## src/rtl/dbg_trap_ctrl.sv

```systemverilog
module dbg_trap_ctrl #(
  parameter int NSLOT  = 4,
  parameter int STW    = 16,
  parameter int BS_POS = 14,
  parameter int BD_POS = 13
) (
  input  logic             clk,
  input  logic             rst_n,
  input  logic             issue_vld,
  input  logic [NSLOT-1:0] exec_hit,
  input  logic             dr_access,
  input  logic             gd_en,
  input  logic             retire_vld,
  input  logic [NSLOT-1:0] data_hit,
  input  logic             xfer,
  input  logic             tf,
  input  logic             br_mode,
  input  logic             ack,
  input  logic             sts_wr,
  input  logic [STW-1:0]   sts_wdata,
  output logic             fault_req,
  output logic             trap_req,
  output logic [STW-1:0]   status,
  output logic             tf_clr,
  output logic             gd_clr
);

  localparam logic [STW-1:0] BS_M   = STW'(1) << BS_POS;
  localparam logic [STW-1:0] BD_M   = STW'(1) << BD_POS;
  localparam logic [STW-1:0] SLOT_M = STW'((1 << NSLOT) - 1);
  localparam logic [STW-1:0] ST_M   = BS_M | BD_M | SLOT_M;

  logic [STW-1:0] t_cause, f_cause, st_q;
  logic           t_pend, f_pend, tf_armed, tf_clr_q, gd_clr_q;

  logic           take_t, take_f, step_hit;
  logic [STW-1:0] t_new, f_new, entry_set;

  assign take_t    = ack & t_pend;
  assign take_f    = ack & ~t_pend & f_pend;
  assign step_hit  = retire_vld & tf_armed & (~br_mode | xfer);
  assign t_new     = retire_vld ? (STW'(data_hit) | (step_hit ? BS_M : '0)) : '0;
  assign f_new     = issue_vld ? (STW'(exec_hit) | ((dr_access & gd_en) ? BD_M : '0)) : '0;
  assign entry_set = take_t ? t_cause : (take_f ? f_cause : '0);

  always_ff @(posedge clk or negedge rst_n) begin
    if (!rst_n) begin
      t_cause  <= '0;
      f_cause  <= '0;
      t_pend   <= 1'b0;
      f_pend   <= 1'b0;
      st_q     <= '0;
      tf_armed <= 1'b0;
      tf_clr_q <= 1'b0;
      gd_clr_q <= 1'b0;
    end else begin
      t_cause  <= (take_t ? '0 : t_cause) | t_new;
      f_cause  <= (take_f ? '0 : f_cause) | f_new;
      t_pend   <= (t_pend & ~take_t) | (|t_new);
      f_pend   <= (f_pend & ~take_f) | (|f_new);
      st_q     <= ((sts_wr ? sts_wdata : st_q) & ST_M) | entry_set;
      if (retire_vld)
        tf_armed <= tf;
      else if (take_t & t_cause[BS_POS])
        tf_armed <= 1'b0;
      tf_clr_q <= take_t & t_cause[BS_POS];
      gd_clr_q <= take_t | take_f;
    end
  end

  assign trap_req  = t_pend;
  assign fault_req = f_pend & ~t_pend;
  assign status    = st_q;
  assign tf_clr    = tf_clr_q;
  assign gd_clr    = gd_clr_q;

endmodule

```

## config.mk

```make
export PLATFORM = sky130hd
export DESIGN_NAME = dbg_trap_ctrl
export DESIGN_NICKNAME = d
export VERILOG_FILES = /design/src/rtl/dbg_trap_ctrl.sv
export SDC_FILE = /design/constraint.sdc
export NUM_CORES = 1
export LEC_CHECK = 0
export ABC_CLOCK_PERIOD_IN_PS = 1500
export BUFFER_PORTS_ARGS = -buffer_cell sky130_fd_sc_hd__buf_2
export CORE_MARGIN = 2
export CORE_UTILIZATION = 42
export CTS_CLUSTER_DIAMETER = 30
export DETAILED_ROUTE_END_ITERATION = 12
export PLACE_DENSITY = 0.87
export SETUP_SLACK_MARGIN = 0.1
export SKIP_CTS_REPAIR_TIMING = 1
export SKIP_LAST_GASP = 1
export SLEW_MARGIN = 20
export SYNTH_ARGS = -nofsm -noshare
export SYNTH_HDL_FRONTEND = slang
export SYNTH_SLANG_ARGS = --single-unit
```

## constraint.sdc

```tcl
create_clock -name clk -period 1.5 [get_ports clk]
set_input_delay 0.3 -clock clk [delete_from_list [all_inputs] [get_ports clk]]
set_output_delay 0.3 -clock clk [all_outputs]
set_load 0.05 [all_outputs]
```

==> results of run 1 <==
through the flow:
stage / cell area [sq um] / hold WS (ns) / setup WS, ns / util / total power, uW
CTS: 1120 / -0.0495 / 0.0741 / 0.518 / 1330
global route: 1140 / 0.206 / 0.100 / 0.528 / 1400
finish: 1140 / 0.212 / 0.163 / 0.528 / 1330
floorplan: 983 / 0.00441 / 0.214 / - / 987
global placement: 1100 / 0.261 / 0.306 / 0.506 / 1060
detailed placement: 1100 / 0.278 / 0.286 / 0.506 / 1080
power by group through the flow:
| stage | logic, uW | registers (uW) | clock network, uW |
|---|---|---|---|
| 2_1_floorplan | 193 | 793 | 0 |
| 3_3_place_gp | 374 | 689 | 0 |
| 3_5_place_dp | 382 | 695 | 0 |
| 4_1_cts | 382 | 684 | 268 |
| 5_1_grt | 410 | 691 | 300 |
| 6_report | 388 | 683 | 264 |
worst register-to-register path, stage by stage, from the launching register on:
cell and delay, ns:
dfrtp_2 0.46, buf_4 0.15, and3_2 0.19, a211o_1 0.27
placed cells by master (no fill, tap or decap), types with 3 or more instances in the layout:
master,instances
o21ai_0,3
conb_1,10
a22o_1,8
nand2_1,4
buf_2,33
dfrtp_1,20
a221o_1,4
mux2_2,4
inv_1,3
clkbuf_4,3
path summary, 6_finish.rpt:
check	start	end	slack (ns)	cells after the start
min in group asynchronous	rst_n	f_cause[3]	0.47	2
max in group asynchronous	rst_n	trap_req	0.69	2
min	tf	tf_armed	0.21	3
max	trap_req	fault_req	0.16	2
min reg2reg	t_cause[14]	t_cause[14]	0.50	1
max reg2reg	trap_req	status[14]	0.33	3
state kept, by name (all words and copies together) (netlist names):
signal	cells
f_cause	5
f_pend	1
gd_clr	1
status	6
t_cause	5
tf_armed	1
tf_clr	1
trap_req	1
routing by layer:
layer	vias to the layer above	part of all wire	wire length, microns	GRT usage
met4	0	0.0033	6	0.0307
met1	332	0.40	739	0.179
li1	340	-	-	-
met3	2	0.093	171	0.0380
met5	-	0	0	0
met2	45	0.50	918	0.237
cell usage after synthesis:
cell        n  area share
mux2_2      4       0.048
inv_1       3       0.012
buf_4      10       0.079
a221o_1     4       0.042
and3b_2     1       0.011
clkbuf_1    1      0.0040
and3_2      1      0.0079
nand2_1     4       0.016
o221ai_1    1      0.0093
nand3b_1    1      0.0079
mux2i_1     1       0.011
dfrtp_1    21        0.56
a22o_1      8       0.074
nand3_1     1      0.0053
o2bb2ai_1   1      0.0093
o21ai_0     3       0.016
and2b_2     1      0.0093
nor2b_1     2       0.013
nand2b_1    1      0.0066
o41ai_1     2       0.019
buf_6       1       0.012
conb_1      1      0.0040
o211ai_1    1      0.0079
nor2_1      1      0.0040
and2_2      1      0.0079
a211o_1     1      0.0093
area by class of cell:
class | count | share of cell area
flip-flops and latches | 21 | 0.460
multi-input cells | 50 | 0.310
repair buffers | 36 | 0.166
well taps | 28 | 0.0306
clock buffers | 4 | 0.0230
inverters | 3 | 0.00984
cells by family after synthesis:
family	Yosys count	share of synthesized area
buffers and inverters	15	0.107
other	1	0.00396
AO/OA/AOI/OAI	21	0.187
AND/OR/NAND/NOR	14	0.0886
flip-flops	21	0.556
multiplexers	5	0.0582
==> summary.txt, run 1 <==
Route
  – Vias per cell: 5.06
  – Drc violations: 0
  – DR WL/cell: 12.9 microns
  – Detailed Route WL: 1.84 mm
  – Drt pass-1 iters: 4
  – Initial DRC Count: 18
  – Routed Antenna Nets: 0
  – Routed via count: 719

Finish
  – Register cell area after layout: 527 sq um
  – Cell Count, Final, Fillers Out: 142
  – Area Growth Syn to Fin: 21.0%
  – Ant diodes: 0
  – Layout cells sized above 1: 0.421
  – Multi-input gate area: 355 sq um
  – Fill count: 203
  – Nets: 150

Power
  – P_leak: 0.000578 uW
  – Switching power: 469 uW
  – Worst vdd ir: 610 uV
  – Power share of the combinational group: 0.291
  – Net Sw Frac: 0.351
  – Clock power share: 0.198
  – Pwr dens: 1170 nW/um^2
  – Internal power: 866 uW
  – Reg power frac: 0.512

Floorplan
  – Die ar.: 2650 sq um
  – Row Count: 17
  – Die X: 51.5 microns
  – Initial Util: 0.436
  – IO Pins: 55
  – CORE AREA: 2170 sq um
  – Die Span Y: 51.5 microns

Worst hold path
  – HP Class: input pin to register

Synth
  – Synth Register Bits: 21
  – Sequential area share after synthesis: 0.556
  – Synthesized area: 946 sq um
  – Syn. warnings: 0
  – Syn_area_per_cell: 12.3 sq um
  – Yosys cell types: 26
  – Gate count of the mapped netlist: 77

STA
  – RSZ-0062 raised after global routing: false
  – Setup violators final: 0
  – Final-report hold violation count: 0
  – Worst Clk Skew: 0.00517 ns
  – Final-report max-slew violation count: 0
  – Period utilization: 0.891
  – Setup TNS: 0 ns
  – Max frequency: 748 MHz
  – Minimum clock period: 1.34 ns

Global route
  – GRT Total Usage: 0.140
  – First-pass GRT wire length: 2.70 mm
  – Grt ovf: 0
  – Initial antenna violation count: 0
  – Largest net degree at the start of global routing: 22
  – Vias in the first global route: 597

Critical path
  – Critical path buffers and inverters: 1
  – CP peak stage delay: 0.46 ns
  – CP Launch Type: register
  – Crit-path max FO: 8
  – WP data required: 1.20 ns
  – Delay-heaviest family, CP: flip-flops
  – Arrival time at the worst endpoint: 1.04 ns
  – Setup Crit Path Kind: register to output pin
  – Worst Setup End Kind: output pin
  – Worst-path cell chain: nor2_2 > buf_4
  – CP max-delay cell: dfrtp_2

Clocking
  – Clock slew at reported path FFs: 0.11 ns
  – CTS Buf Count: 3
  – H-tree depth: 1
  – Clock Latency Late Sink: 0.30 ns
  – Clock tree buffer depth: 2
  – # clock sinks: 21
  – CTS tree: yes
  – Root buffer cell: clkbuf_4

Flow run
  – Max Cap Violations: 0

Placed design
  – Gp weighted congestion: 0.832
  – IO buf count: 34
  – Placed Cells: 136
  – Hpwl dp: 1.44 mm

Run status
  – Outcome: finished clean
Note: power is estimated with default switching activity, not from simulation.
==> run 2, diff against run 1 <==
==> constraint.sdc (replaced) <==
create_clock -name clk -period 1.5 [get_ports clk]
set_input_delay 0.15 -clock clk [delete_from_list [all_inputs] [get_ports clk]]
set_output_delay 0.15 -clock clk [all_outputs]
set_load 0.05 [all_outputs]
==> summary.txt, run 2 (synthesis gave the netlist of run 1 again) <==
Critical path
  – Worst Setup End Kind: output pin
  – Delay-heaviest family, CP: flip-flops
  – Critical path buffers and inverters: 1 (unchanged)
  – Setup Crit Path Kind: register to output pin
  – WP data required: 1.35 ns (+0.15 ns)
  – Worst-path cell chain: nor2_2 > buf_2
  – CP max-delay cell: dfrtp_2
  – CP peak stage delay: 0.47 ns (about the same)
  – CP Launch Type: register
  – Arrival time at the worst endpoint: 1.11 ns (+0.07 ns)
  – Crit-path max FO: 9 (+1)

Floorplan
  – Die X: 51.5 microns (unchanged)
  – Initial Util: 0.436 (unchanged)
  – Row Count: 17 (unchanged)
  – Die Span Y: 51.5 microns (unchanged)
  – IO Pins: 55 (unchanged)
  – CORE AREA: 2170 sq um (unchanged)
  – Die ar.: 2650 sq um (unchanged)

STA
  – RSZ-0062 raised after global routing: false
  – Final-report max-slew violation count: 0 (unchanged)
  – Setup violators final: 0 (unchanged)
  – Max frequency: 796 MHz (+6.5%)
  – Setup TNS: 0 ns (unchanged)
  – Period utilization: 0.837 (-0.0542)
  – Worst Clk Skew: 0.00468 ns (-0.000495 ns)
  – Minimum clock period: 1.26 ns (-0.0813 ns)
  – Final-report hold violation count: 0 (unchanged)

Finish
  – Area Growth Syn to Fin: 20.0%
  – Ant diodes: 0 (unchanged)
  – Layout cells sized above 1: 0.416 (-0.00512)
  – Cell Count, Final, Fillers Out: 141 (-0.70%)
  – Most common cell after layout, fill and taps aside: buf_2
  – Commonest non-fill, non-tap cells in the layout: buf_2 (34), dfrtp_1 (20), conb_1 (10)
  – Fill count: 200 (-1.5%)
  – Largest register FFs: 6 (unchanged)
  – Nets: 149 (-0.67%)

Route
  – Drc violations: 0 (unchanged)
  – Routed via count: 709 (-1.4%)
  – DR WL/cell: 13.1 microns (+1.3%)
  – Initial DRC Count: 19 (+1)
  – Routed Antenna Nets: 0 (unchanged)
  – Vias per cell: 5.03 (-0.69%)
  – Detailed Route WL: 1.85 mm (+0.60%)
  – Drt pass-1 iters: 4 (unchanged)

Placed design
  – Hpwl dp: 1.46 mm (+1.4%)
  – Gp weighted congestion: 0.832 (unchanged)
  – Placed Cells: 136 (unchanged)
  – IO buf count: 34 (unchanged)

Clocking
  – CTS tree: yes
  – # clock sinks: 21 (unchanged)
  – Clock slew at reported path FFs: 0.11 ns (about the same)
  – Clock tree buffer depth: 2 (unchanged)
  – Clock Latency Late Sink: 0.29 ns (about the same)
  – H-tree depth: 1 (unchanged)
  – Root buffer cell: clkbuf_4
  – CTS Buf Count: 3 (unchanged)

Run status
  – Outcome: finished clean

Global route
  – GRT Total Usage: 0.143 (+0.00311)
  – Vias in the first global route: 635 (+6.4%)
  – First-pass GRT wire length: 2.75 mm (+1.8%)
  – Grt ovf: 0 (unchanged)
  – Initial antenna violation count: 0 (unchanged)
  – Largest net degree at the start of global routing: 22 (unchanged)

Power
  – Worst vdd ir: 524 uV (-14%)
  – P_leak: 0.000573 uW (-0.85%)
  – Total chip power: 1330 uW (-0.57%)
  – Pwr dens: 1170 nW/um^2 (+0.31%)

Worst hold path
  – HP Class: input pin to register

Flow run
  – Max Cap Violations: 0 (unchanged)
[run 2: where the power goes]
part	switching, uW	leakage, uW	internal (uW)
registers	44.2	0.000235	640
clock network	158	0.0000150	103
logic	264	0.000323	118
[run 2: path summary, 6_finish.rpt]
check                           slack (ns)         from  cells after the start          end
max in group asynchronous             0.84        rst_n                      2     trap_req
worst min register to register        0.49  t_cause[14]                      1  t_cause[14]
worst max register to register        0.33     trap_req                      2    status[3]
min in group asynchronous             0.32        rst_n                      2   f_cause[3]
worst max-delay path                  0.24     trap_req                      2    fault_req
worst min-delay path                  0.07           tf                      3     tf_armed
[run 2: area by class of cell]
type | count | area (sq um) | share of cell area
Clock buffer | 4 | 26.3 | 0.0232
Inverter | 3 | 11.3 | 0.00992
Multi-Input combinational cell | 50 | 355 | 0.313
Sequential cell | 21 | 527 | 0.464
Tap cell | 28 | 35.0 | 0.0309
Timing Repair Buffer | 35 | 180 | 0.159
[run 2: worst register-to-register path: stages, from the launching register on]
cell and delay, ns:
dfrtp_2 0.45, and3b_2 0.26, a221o_1 0.36
[run 2: stage by stage]
| stage | utilization | setup slack [ns] | cell area [sq um] | hold WS [ns] |
|---|---|---|---|---|
| after floorplan | - | 0.228 | 983 | -0.146 |
| after global routing | 0.523 | 0.176 | 1130 | 0.0595 |
| after CTS | 0.518 | 0.224 | 1120 | -0.202 |
| final | 0.523 | 0.244 | 1130 | 0.0654 |
| after detailed placement | 0.506 | 0.328 | 1100 | 0.128 |
| after global placement | 0.506 | 0.373 | 1100 | 0.111 |
[run 2: layer usage]
metal | vias up | global-route usage | part of all wire | routed length (microns)
met2 | 29 | 0.241 | 0.50 | 922
met3 | 2 | 0.0205 | 0.062 | 114
li1 | 338 | - | - | -
met4 | 0 | 0.0614 | 0.0043 | 8
met1 | 340 | 0.183 | 0.43 | 801
met5 | - | 0 | 0 | 0
==> run 3, diff against run 2 <==
--- a/config.mk
+++ b/config.mk
@@ -5,7 +5,7 @@
 export SDC_FILE = /design/constraint.sdc
 export NUM_CORES = 1
 export LEC_CHECK = 0
-export ABC_CLOCK_PERIOD_IN_PS = 1500
+export ABC_CLOCK_PERIOD_IN_PS = 1300
 export BUFFER_PORTS_ARGS = -buffer_cell sky130_fd_sc_hd__buf_2
 export CORE_MARGIN = 2
 export CORE_UTILIZATION = 42
==> constraint.sdc (replaced) <==
create_clock -name clk -period 1.3 [get_ports clk]
set_input_delay 0.13 -clock clk [delete_from_list [all_inputs] [get_ports clk]]
set_output_delay 0.13 -clock clk [all_outputs]
set_load 0.05 [all_outputs]
==> summary.txt, run 3 (synthesis gave the netlist of run 1 again) <==
Critical path
  – Setup Crit Path Kind: register to register
  – FF-to-FF path depth: 3 (+1)
  – Arrival time at the worst endpoint: 1.37 ns (+0.26 ns)
  – Reg2reg start: trap_req
  – Worst Setup End Kind: register
  – WP data required: 1.49 ns (+0.14 ns)
  – CP startpoint: trap_req
  – Worst-path cell chain: clkbuf_2 > and2_2 > a221o_1
  – CP max-delay cell: dfrtp_2
  – Crit-path max FO: 5 (-4)
  – CP peak stage delay: 0.45 ns (-0.02 ns)
  – CP Launch Type: register

Route
  – Drc violations: 0 (unchanged)
  – Initial DRC Count: 19 (unchanged)
  – DR WL/cell: 14.0 microns (+6.9%)
  – Detailed Route WL: 2.03 mm (+10%)
  – Routed Antenna Nets: 0 (unchanged)
  – Routed via count: 734 (+3.5%)
  – Drt pass-1 iters: 4 (unchanged)
  – Vias per cell: 5.06 (+0.67%)

Finish
  – Nets: 153 (+2.7%)
  – Largest register FFs: 6 (unchanged)
  – Layout cells sized above 1: 0.444 (+0.0285)
  – Ant diodes: 0 (unchanged)
  – Fill count: 203 (+1.5%)
  – Commonest non-fill, non-tap cells in the layout: buf_2 (33), dfrtp_1 (20), conb_1 (10)
  – Most common cell after layout, fill and taps aside: buf_2
  – Area Growth Syn to Fin: 23.9%

Worst hold path
  – Worst Hold Path Cells: 3 (unchanged)
  – Worst hold start: tf
  – HP Class: input pin to register

Floorplan
  – CORE AREA: 2170 sq um (unchanged)
  – IO Pins: 55 (unchanged)
  – Die X: 51.5 microns (unchanged)
  – Die Span Y: 51.5 microns (unchanged)
  – Initial Util: 0.436 (unchanged)
  – Row Count: 17 (unchanged)
  – Die ar.: 2650 sq um (unchanged)

Clocking
  – Clock slew at reported path FFs: 0.11 ns (about the same)
  – # clock sinks: 21 (unchanged)
  – Root buffer cell: clkbuf_4
  – Clock Latency Late Sink: 0.29 ns (about the same)
  – CTS Buf Count: 3 (unchanged)
  – H-tree depth: 1 (unchanged)
  – CTS tree: yes
  – Clock tree buffer depth: 2 (unchanged)

Global route
  – GRT Total Usage: 0.167 (+0.0237)
  – Vias in the first global route: 734 (+16%)
  – Met3 Usage GRT: 0.0380 (+0.0175)
  – First-pass GRT wire length: 3.25 mm (+18%)
  – Met2 Track Usage GR: 0.303 (+0.0620)
  – Grt ovf: 0 (unchanged)
  – Initial antenna violation count: 0 (unchanged)
  – GRT met1 Usage: 0.186 (+0.00380)
  – Largest net degree at the start of global routing: 22 (unchanged)
  – Most Crowded Layer GR: met2

STA
  – Max frequency: 842 MHz
  – Final WS setup: 0.113 ns (-0.131 ns)
  – Setup violators final: 0 (unchanged)
  – Period utilization: 0.913
  – RSZ-0062 raised after global routing: true
  – Worst Clk Skew: 0.00178 ns (-0.00290 ns)
  – Final-report max-slew violation count: 0 (unchanged)
  – Setup TNS: 0 ns (unchanged)
  – Minimum clock period: 1.19 ns
  – Final-report hold violation count: 0 (unchanged)

Placed design
  – Gp weighted congestion: 0.774 (-7.0%)
  – Place WS: 0.159 ns (-0.170 ns)
  – IO buf count: 34 (unchanged)
  – Hpwl dp: 1.59 mm (+8.7%)

Run status
  – Outcome: finished clean

Flow run
  – Max Cap Violations: 0 (unchanged)

Power
  – P_leak: 0.000591 uW (+3.1%)
  – Pwr dens: 1330 nW/um^2 (+14%)
  – Worst vdd ir: 521 uV (-0.62%)
[run 3: cell count changes in the layout (fill, tap and decap cells not counted), sizes merged]
| cell | previous run | this run |
|---|---|---|
| buf | 34 | 37 |
| clkbuf | 4 | 5 |
[run 3: final timing paths]
path | to | slack, ns
max | status[3] | 0.11
min | tf_armed | 0.05
max reg2reg | status[3] | 0.11
min reg2reg | t_cause[14] | 0.52
max in group asynchronous | trap_req | 0.67
min in group asynchronous | gd_clr | 0.30
[run 3: area by class of cell]
class | instances | area, sq um | share of cell area
timing repair buffer | 39 | 218 | 0.186
clock buffer | 4 | 26.3 | 0.0224
inverter | 3 | 11.3 | 0.00961
tap | 28 | 35.0 | 0.0299
sequential | 21 | 527 | 0.449
multi-input combinational | 50 | 355 | 0.303
[run 3: per-stage QoR]
step / std cells / hold WS (ns) / total power, uW / area [sq um] / util
2_1_floorplan: 86 / -0.166 / 1140 / 983 / -
3_3_place_gp: 136 / 0.0929 / 1230 / 1100 / 0.506
3_5_place_dp: 136 / 0.0981 / 1250 / 1100 / 0.506
4_1_cts: 140 / -0.225 / 1540 / 1120 / 0.518
5_1_grt: 145 / 0.0500 / 1640 / 1170 / 0.540
6_report: 145 / 0.0453 / 1560 / 1170 / 0.540
[run 3: critical path: cells and delay by family (launching register included)]
| kind | cells | cell delay (ns) |
|---|---|---|
| flip-flops | 1 | 0.45 |
| buffers and inverters | 1 | 0.14 |
| AND/OR/NAND/NOR | 1 | 0.20 |
| AO/OA/AOI/OAI | 1 | 0.29 |
[run 3: report_power, final]
| part | leakage [uW] | total [uW] | switching, uW | internal, uW |
|---|---|---|---|---|
| Clock | 0.0000150 | 300 | 181 | 119 |
| Sequential | 0.000235 | 793 | 54.3 | 739 |
| Combinational | 0.000341 | 467 | 315 | 152 |
[run 3: routing by layer]
layer,part of all wire,wire [microns]
met4,0.0079,16
met2,0.54,1100
met1,0.38,773
met5,0,0
met3,0.068,139
